**config.mk**
```make
export PLATFORM = sky130hd
export DESIGN_NAME = prio_irq_ctrl
export DESIGN_NICKNAME = d
export VERILOG_FILES = /design/src/rtl/pic_pkg.sv /design/src/rtl/pic_req_capture.sv /design/src/rtl/pic_isr_track.sv /design/src/rtl/pic_arbiter.sv /design/src/rtl/prio_irq_ctrl.sv
export SDC_FILE = /design/constraint.sdc
export NUM_CORES = 1
export LEC_CHECK = 0
export BUFFER_PORTS_ARGS = -buffer_cell sky130_fd_sc_hd__buf_2
export CORE_ASPECT_RATIO = 0.8
export CORE_MARGIN = 10
export CORE_UTILIZATION = 25
export CTS_CLUSTER_DIAMETER = 30
export DETAILED_ROUTE_END_ITERATION = 10
export HOLD_SLACK_MARGIN = 0.02
export PLACE_DENSITY = 0.61
export SYNTH_ARGS = -nofsm -noshare
export SYNTH_HDL_FRONTEND = slang
export SYNTH_SLANG_ARGS = --single-unit
```
**constraint.sdc**
```tcl
create_clock -name clk -period 4.17 [get_ports clk]
set_input_delay 0.417 -clock clk [delete_from_list [all_inputs] [get_ports clk]]
set_output_delay 0.417 -clock clk [all_outputs]
set_load 0.01 [all_outputs]
```
**src/rtl/pic_pkg.sv**
```systemverilog
package pic_pkg;

  localparam int unsigned PIC_DEF_LEVELS = 6;
  localparam int unsigned PIC_DEF_WORD_W = 16;
  localparam int unsigned PIC_OP_W       = 5;

  // Index of the lowest set bit, or 32 when none is set.
  function automatic int lowest_set(input logic [31:0] v);
    int idx;
    idx = 32;
    for (int i = 31; i >= 0; i--) begin
      if (v[i]) idx = i;
    end
    return idx;
  endfunction

endpackage

```
**src/rtl/pic_req_capture.sv**
```systemverilog
module pic_req_capture #(
  parameter int unsigned NUM_LEVELS = pic_pkg::PIC_DEF_LEVELS,
  localparam int unsigned LVL_W = $clog2(NUM_LEVELS)
) (
  input  logic                  clk,
  input  logic                  rst,
  input  logic [NUM_LEVELS-1:0] irq_req,
  input  logic                  ack_fire,
  input  logic [LVL_W-1:0]      ack_level,
  input  logic                  ovr_clr,
  output logic [NUM_LEVELS-1:0] pend_nxt,
  output logic                  ovr_flag
);

  logic irq0_prev;
  logic pend0_q;
  logic ovr_q;
  logic rise0;
  logic ack0;
  logic pend0_n;
  logic ovr_set;

  assign rise0   = irq_req[0] & ~irq0_prev;
  assign ack0    = ack_fire && (ack_level == '0);
  assign pend0_n = rise0 | (pend0_q & ~ack0);
  assign ovr_set = rise0 & pend0_q & ~ack0;

  always_ff @(posedge clk) begin
    if (rst) begin
      irq0_prev <= 1'b0;
      pend0_q   <= 1'b0;
      ovr_q     <= 1'b0;
    end else begin
      irq0_prev <= irq_req[0];
      pend0_q   <= pend0_n;
      ovr_q     <= ovr_set | (ovr_q & ~ovr_clr);
    end
  end

  // Level 0 is edge-captured; the shared levels follow their request lines.
  generate
    for (genvar i = 0; i < NUM_LEVELS; i++) begin : g_pend
      if (i == 0) begin : g_edge
        assign pend_nxt[i] = pend0_n;
      end else begin : g_level
        assign pend_nxt[i] = irq_req[i];
      end
    end
  endgenerate

  assign ovr_flag = ovr_q;

endmodule

```
**src/rtl/pic_isr_track.sv**
```systemverilog
module pic_isr_track #(
  parameter int unsigned NUM_LEVELS  = pic_pkg::PIC_DEF_LEVELS,
  parameter int unsigned FAST_LEVELS = 2,
  parameter int unsigned WORD_W      = pic_pkg::PIC_DEF_WORD_W,
  parameter logic [pic_pkg::PIC_OP_W-1:0] EXIT_OP = 5'b01001,
  localparam int unsigned LVL_W   = $clog2(NUM_LEVELS),
  localparam int unsigned OP_W    = pic_pkg::PIC_OP_W,
  localparam int unsigned FMT_BIT = WORD_W - 6,
  localparam int unsigned EXT_BIT = WORD_W - 10
) (
  input  logic                  clk,
  input  logic                  rst,
  input  logic                  ack_fire,
  input  logic [LVL_W-1:0]      ack_level,
  input  logic                  exec_valid,
  input  logic [WORD_W-1:0]     exec_word,
  output logic [NUM_LEVELS-1:0] isr_q,
  output logic [NUM_LEVELS-1:0] isr_nxt,
  output logic                  fast_mode
);

  logic [NUM_LEVELS-1:0] above;
  logic [NUM_LEVELS-1:0] low_hot;
  logic [NUM_LEVELS-1:0] set_hot;
  logic                  exit_hit;
  logic                  fast_q;
  logic                  unused_word_bits;

  assign exit_hit = exec_valid
                 && (exec_word[WORD_W-1 -: OP_W] == EXIT_OP)
                 && exec_word[FMT_BIT]
                 && exec_word[EXT_BIT];

  assign unused_word_bits = ^exec_word;

  generate
    for (genvar i = 0; i < NUM_LEVELS; i++) begin : g_lvl
      if (i == 0) begin : g_top
        assign above[i] = 1'b0;
      end else begin : g_rest
        assign above[i] = above[i-1] | isr_q[i-1];
      end
      assign low_hot[i] = isr_q[i] & ~above[i];
      assign set_hot[i] = ack_fire && (ack_level == LVL_W'(i));
    end
  endgenerate

  assign isr_nxt = (isr_q & ~(exit_hit ? low_hot : '0)) | set_hot;

  always_ff @(posedge clk) begin
    if (rst) begin
      isr_q  <= '0;
      fast_q <= 1'b0;
    end else begin
      isr_q  <= isr_nxt;
      fast_q <= |isr_nxt[FAST_LEVELS-1:0];
    end
  end

  assign fast_mode = fast_q;

endmodule

```
**src/rtl/pic_arbiter.sv**
```systemverilog
module pic_arbiter #(
  parameter int unsigned NUM_LEVELS = pic_pkg::PIC_DEF_LEVELS,
  parameter int unsigned ADDR_W     = 16,
  parameter int unsigned VEC_BASE   = 8,
  localparam int unsigned LVL_W = $clog2(NUM_LEVELS)
) (
  input  logic                  clk,
  input  logic                  rst,
  input  logic [NUM_LEVELS-1:0] pend_nxt,
  input  logic [NUM_LEVELS-1:0] isr_nxt,
  output logic                  ent_req,
  output logic [LVL_W-1:0]      ent_level,
  output logic [ADDR_W-1:0]     ent_vec
);

  logic [NUM_LEVELS-1:0] blk;
  logic [NUM_LEVELS-1:0] cand;
  logic [NUM_LEVELS-1:0] seen;
  logic [NUM_LEVELS-1:0] gnt;
  logic [LVL_W-1:0]      win_lvl;

  logic              req_q;
  logic [LVL_W-1:0]  lvl_q;
  logic [ADDR_W-1:0] vec_q;

  generate
    for (genvar i = 0; i < NUM_LEVELS; i++) begin : g_chain
      if (i == 0) begin : g_first
        assign blk[i]  = isr_nxt[i];
        assign seen[i] = cand[i];
        assign gnt[i]  = cand[i];
      end else begin : g_next
        assign blk[i]  = blk[i-1] | isr_nxt[i];
        assign seen[i] = seen[i-1] | cand[i];
        assign gnt[i]  = cand[i] & ~seen[i-1];
      end
      assign cand[i] = pend_nxt[i] & ~blk[i];
    end
  endgenerate

  always_comb begin
    win_lvl = '0;
    for (int i = 0; i < NUM_LEVELS; i++) begin
      if (gnt[i]) win_lvl = win_lvl | LVL_W'(i);
    end
  end

  always_ff @(posedge clk) begin
    if (rst) begin
      req_q <= 1'b0;
      lvl_q <= '0;
      vec_q <= ADDR_W'(VEC_BASE);
    end else begin
      req_q <= |cand;
      lvl_q <= win_lvl;
      vec_q <= ADDR_W'(VEC_BASE) + ADDR_W'(win_lvl);
    end
  end

  assign ent_req   = req_q;
  assign ent_level = lvl_q;
  assign ent_vec   = vec_q;

endmodule

```
**src/rtl/prio_irq_ctrl.sv**
```systemverilog
module prio_irq_ctrl #(
  parameter int unsigned NUM_LEVELS  = pic_pkg::PIC_DEF_LEVELS,
  parameter int unsigned FAST_LEVELS = 2,
  parameter int unsigned ADDR_W      = 16,
  parameter int unsigned VEC_BASE    = 8,
  parameter int unsigned WORD_W      = pic_pkg::PIC_DEF_WORD_W,
  parameter logic [pic_pkg::PIC_OP_W-1:0] EXIT_OP = 5'b01001,
  localparam int unsigned LVL_W = $clog2(NUM_LEVELS)
) (
  input  logic                  clk,
  input  logic                  rst,
  input  logic [NUM_LEVELS-1:0] irq_req,
  input  logic                  ent_ack,
  input  logic                  exec_valid,
  input  logic [WORD_W-1:0]     exec_word,
  input  logic                  ovr_clr,
  output logic                  ent_req,
  output logic [LVL_W-1:0]      ent_level,
  output logic [ADDR_W-1:0]     ent_vec,
  output logic [NUM_LEVELS-1:0] in_service,
  output logic                  fast_mode,
  output logic                  ovr_flag
);

  logic                  ack_fire;
  logic [NUM_LEVELS-1:0] pend_nxt;
  logic [NUM_LEVELS-1:0] isr_nxt;

  assign ack_fire = ent_ack & ent_req;

  pic_req_capture #(.NUM_LEVELS(NUM_LEVELS)) u_cap (
    .clk       (clk),
    .rst       (rst),
    .irq_req   (irq_req),
    .ack_fire  (ack_fire),
    .ack_level (ent_level),
    .ovr_clr   (ovr_clr),
    .pend_nxt  (pend_nxt),
    .ovr_flag  (ovr_flag)
  );

  pic_isr_track #(
    .NUM_LEVELS (NUM_LEVELS),
    .FAST_LEVELS(FAST_LEVELS),
    .WORD_W     (WORD_W),
    .EXIT_OP    (EXIT_OP)
  ) u_isr (
    .clk        (clk),
    .rst        (rst),
    .ack_fire   (ack_fire),
    .ack_level  (ent_level),
    .exec_valid (exec_valid),
    .exec_word  (exec_word),
    .isr_q      (in_service),
    .isr_nxt    (isr_nxt),
    .fast_mode  (fast_mode)
  );

  pic_arbiter #(
    .NUM_LEVELS(NUM_LEVELS),
    .ADDR_W    (ADDR_W),
    .VEC_BASE  (VEC_BASE)
  ) u_arb (
    .clk       (clk),
    .rst       (rst),
    .pend_nxt  (pend_nxt),
    .isr_nxt   (isr_nxt),
    .ent_req   (ent_req),
    .ent_level (ent_level),
    .ent_vec   (ent_vec)
  );

endmodule

```
# After elaboration in Yosys (flattened, before gate mapping)
# Cells that the tools add are included.
# word_totals
ff_bits	30
input_bits	27
out_inout_bits	28
elab_cells	92
# classes
n_addsub	1
eq_ne	6
mux	6
n_bitwise	59
n_reduce_logical	12
# op_table
op	n
bitwise AND 1 bit	22
inverter 1 bit	19
bitwise OR 1 bit	15
logical AND 1 bit	9
bitwise AND 6 bit	1
equality test 3 x 2 -> 1 bit, second input constant	2
equality test 3 bit, second input constant	2
two-way mux 3 bit	2
two-way mux 6 bit	1
inverter 6 bit	1
bitwise OR 6 bit	1
OR reduction 6 bit	1
adder 4 x 3 -> 5 bit, first input constant	1
equality test 5 x 4 -> 1 bit, second input constant	1
two-way mux 2 bit	2
equality test 3 x 1 -> 1 bit, second input constant	1
logical NOT 3 bit	1
OR reduction 2 bit	1
two-way mux 1 bit	1

# Longest topological paths before layout
# depth
ltp_word	21
depth_mapped	5
ltp_nobuf	5

# Cells and area by module
# From an unflattened synthesis, not the netlist that was laid out.
# unflattened
hier_cells	101
hier_area_um2	898.4
# by_module_without_submodules
module	instances	cells_per_inst	area_per_inst_um2	seq_area_each_um2
pic_isr_track	1	40	375.4	140.1
pic_arbiter	1	42	339.1	80.1
pic_req_capture	1	18	177.7	60.1
prio_irq_ctrl	1	1	6.3	0.0

# Worst setup path before layout
# No wires, ideal clock.
# synth_timing
path_type	register -> register
startpoint	register u_isr.isr_q[0]
endpoint	register u_arb.lvl_q[0], in the netlist u_arb.ent_level[0]
setup_time_ns	0.057
t_arrival_ns	1.760
t_required_ns	4.113
slack_ns	2.352
stages_incl_launch_ff	6
n_path_buf	0
synth_period_minus_slack_ns	1.818
path_cell_list	dfxtp_1 or4_4 or3_4 maj3_2 o22ai_2 a21o_1
# synth_via
elab_chain_len	16
elab_cells_between_ends	50
classes_between	mux: 6; bitwise: 44
# synth_lines
item	line	source
start, declared	pic_isr_track.sv:17	output logic [NUM_LEVELS-1:0] isr_q,
start signal, assigned	pic_isr_track.sv:55	isr_q <= isr_nxt;
inverter 1 bit or bitwise OR 1 bit (tied branches)	pic_isr_track.sv:43, pic_isr_track.sv:41	
bitwise AND 1 bit (tied with other cells)	pic_isr_track.sv:43	assign low_hot[i] = isr_q[i] & ~above[i];
two-way mux 6 bit (tied with other cells)	pic_isr_track.sv:48	assign isr_nxt = (isr_q & ~(exit_hit ? low_hot : '0)) | set_hot;
inverter 6 bit (tied with other cells)	pic_isr_track.sv:48	
bitwise AND 6 bit (*)	pic_isr_track.sv:48	
bitwise OR 6 bit (*)	pic_isr_track.sv:48	
bitwise OR 1 bit (tied with other cells) (4 in series)	pic_arbiter.sv:33	assign blk[i] = blk[i-1] | isr_nxt[i];
inverter 1 bit (tied with other cells)	pic_arbiter.sv:37	assign cand[i] = pend_nxt[i] & ~blk[i];
bitwise AND 1 bit (tied with other cells)	pic_arbiter.sv:37	
bitwise OR 1 bit or bitwise AND 1 bit (tied branches)	pic_arbiter.sv:34, pic_arbiter.sv:35	
inverter 1 bit or two-way mux 2 bit (tied branches)	pic_arbiter.sv:35, pic_arbiter.sv:44	
bitwise AND 1 bit or two-way mux 3 bit (tied branches)	pic_arbiter.sv:35, pic_arbiter.sv:44	
two-way mux 3 bit (*)	pic_arbiter.sv:44	if (gnt[i]) win_lvl = win_lvl | LVL_W'(i);
end signal, assigned	pic_arbiter.sv:55	lvl_q <= win_lvl;
end, declared	pic_arbiter.sv:23	logic [LVL_W-1:0] lvl_q;
# Mark *: on every way between the ends. The rest lies on a longest branch, timed or not.
# A chain may end at the register's enable or synchronous reset.

# Worst setup path in the final report
# Ends and elaborated chain as after synthesis.

==> out/qor.yml <==
netlist_area_sq_um: 843
powerDensity_nw_per_um2: 322
path_clk_slew_ps: 50
cts_htree_levels: 1
fin_nets: 157
worst_ir_drop_vdd_v: 0.0000816
cts_hold_buf: 0
overflow: 0
timing.setup.tns_ps: 0
place_congestion: 0.865
rr_endpoint: "u_arb.ent_level[0]"
synthCells: 99
end_kind: "register"
postRouteAntennaNets: 0
yosysWarnings: 0
clock-sinks: 14
final.hold.worst_slack_ps: 403
post_cts_buffers: 0
rrSetupSlack_ps: 2260
cts_resized: 0
grt-busiest-layer: "met2"
required_ps: 4360
synth_area_leader_cell: "dfxtp_1"
cp.arrival_ps: 2100
drive_gt1_share_pct: 34.4
slew_violations: 0
synth-seq-cells: 14
hpwl_um: 1970
port_buffers: 32
synth_cell_types: 37
n_antenna_cell: 0
hp-class: "primary input to register"
cts_buffers: 3
path_class: "register to register"
core_area_sq_um: 3150
grt_max_degree: 14
grtUsageMet3_pct: 3.35
antenna_found_initial: 0
area_growth_pct: 20.0
first_global_vias: 810
start_util_pct: 26.7
whs_path_depth: 2
finalHoldViolCount: 0
ys_top_cells_by_area: "dfxtp_1, buf_4, a21oi_1, nor2_1, nand4b_1"
vias: 796
cts_root_buffer: "clkbuf_8"
placementRows: 18
post-route-drc-count: 0
grt_pass1_wl_um: 3760
ys_seq_area_share_pct: 33.2
p_total_uw: 326
finClkSkew_ps: 2.86
max-cap-violations: 0
grt_use_total_pct: 7.52
synth_edf_count: 0
met2_usage_pct: 12.4
mostFrequentLayoutCell: "buf_2"
fmax_ghz: 0.525
totalWireLength_um: 2350
clk_latency_ps: 240
r2r_cells: 5
synth_area_per_cell_sq_um: 8.52
cts_tree: "yes"
cp-start-kind: "register"
rsz0062_at_grt: "false"
async_reset_ff_share_pct: 0
status: "completed"
hp-start: "irq_req[0]"
avgRoutedWirePerCell_um: 14.0
grt.met1_usage_pct: 8.06
setup_viol: 0
vias_per_cell: 4.74
r2r_start: "u_isr.isr_q[0]"
period_share_pct: 45.7
synthFlopType: "dfxtp_1"
finish.utilization_pct: 32.1
min_to: "u_cap.irq0_prev"
first_pass_iters: 4
layout_common_cells: "buf_2, dfxtp_1, conb_1"
dieArea_sq_um: 6110
p_leak_nw: 0.464
die_y_um: 71.9
pin_count: 55
drt-initial-drc-count: 36
cts_max_path_buffers: 2
cp_max_fo: 8
synth.top_cell.area_share_pct: 33.2
final.min_clock_period_ps: 1910
fp.dieW_um: 84.9
-- sequential cells by signal, indices dropped and copies added, names as in the netlist --
| signal | flops |
|---|---|
| u_isr.isr_q | 6 |
| u_arb.ent_level | 3 |
| u_cap.pend0_q | 1 |
| u_isr.fast_mode | 1 |
| u_cap.ovr_flag | 1 |
| u_cap.irq0_prev | 1 |
| u_arb.ent_req | 1 |
-- final cells by class --
type                            count  area [sq um]
Sequential cell                    14           280
Inverter                            4          15.0
Fill cell                         350          2140
Tap cell                           40          50.0
Multi-Input combinational cell     75           465
Timing Repair Buffer               32           160
Clock buffer                        3          41.3
-- layer usage --
metal	part of all wire (%)	vias up	wire length [um]
li1	-	391	-
met1	43	367	1010
met2	46	33	1070
met3	9.5	5	223
met4	1.7	0	40
met5	0	-	0
-- cell families (layout without fill, tap and decap cells) --
| family | Yosys count | count (layout) | share of synthesized area [%] |
|---|---|---|---|
| AOI/OAI and AO/OA | 26 | 26 | 20.2 |
| DFF | 14 | 14 | 33.2 |
| other | 2 | 13 | 0.891 |
| and+or+nand+nor | 33 | 33 | 25.5 |
| adders and majority gates | 3 | 3 | 3.71 |
| buffers and inverters | 21 | 39 | 16.5 |
-- critical path: stages, from the launching register on --
cell	delay (ps)
dfxtp_1	380
or4_4	560
or3_4	360
maj3_2	330
o22ai_2	110
a21o_1	120
-- stage by stage --
step,setup WS (ps),cell area [sq um],std cells
floorplan,2350,885,110
global placement,2140,971,165
detailed placement,2110,971,165
CTS,2270,1010,168
global route,2170,1010,168
finish,2260,1010,168
-- where the power goes --
group          switching, mW  internal, mW
registers            0.00941         0.142
logic                 0.0359        0.0305
clock network         0.0448        0.0639
total                 0.0900         0.236
-- how the worst max path moves through the flow --
stage	from	endpoint	cells after the start
after CTS	u_isr.isr_q[0]	u_arb.ent_level[0]	5
after floorplan	u_isr.isr_q[0]	u_arb.ent_level[0]	5
after global placement	exec_word[12]	u_arb.ent_level[1]	6
final	u_isr.isr_q[0]	u_arb.ent_level[0]	5
after global routing	u_isr.isr_q[0]	u_arb.ent_req	5
after detailed placement	exec_word[12]	u_arb.ent_level[0]	6
-- synth_stat cells (2+ instances only) --
cell	n
a21oi_1	8
buf_4	16
conb_1	2
dfxtp_1	14
inv_1	4
maj3_1	2
nand2_1	2
nand3_1	2
nand4b_1	3
nor2_1	8
nor2b_1	2
o21ai_0	4
o22ai_1	2
o31ai_1	2
or2_2	3
or3_1	4
No activity file was read; power rests on OpenSTA's default activity.
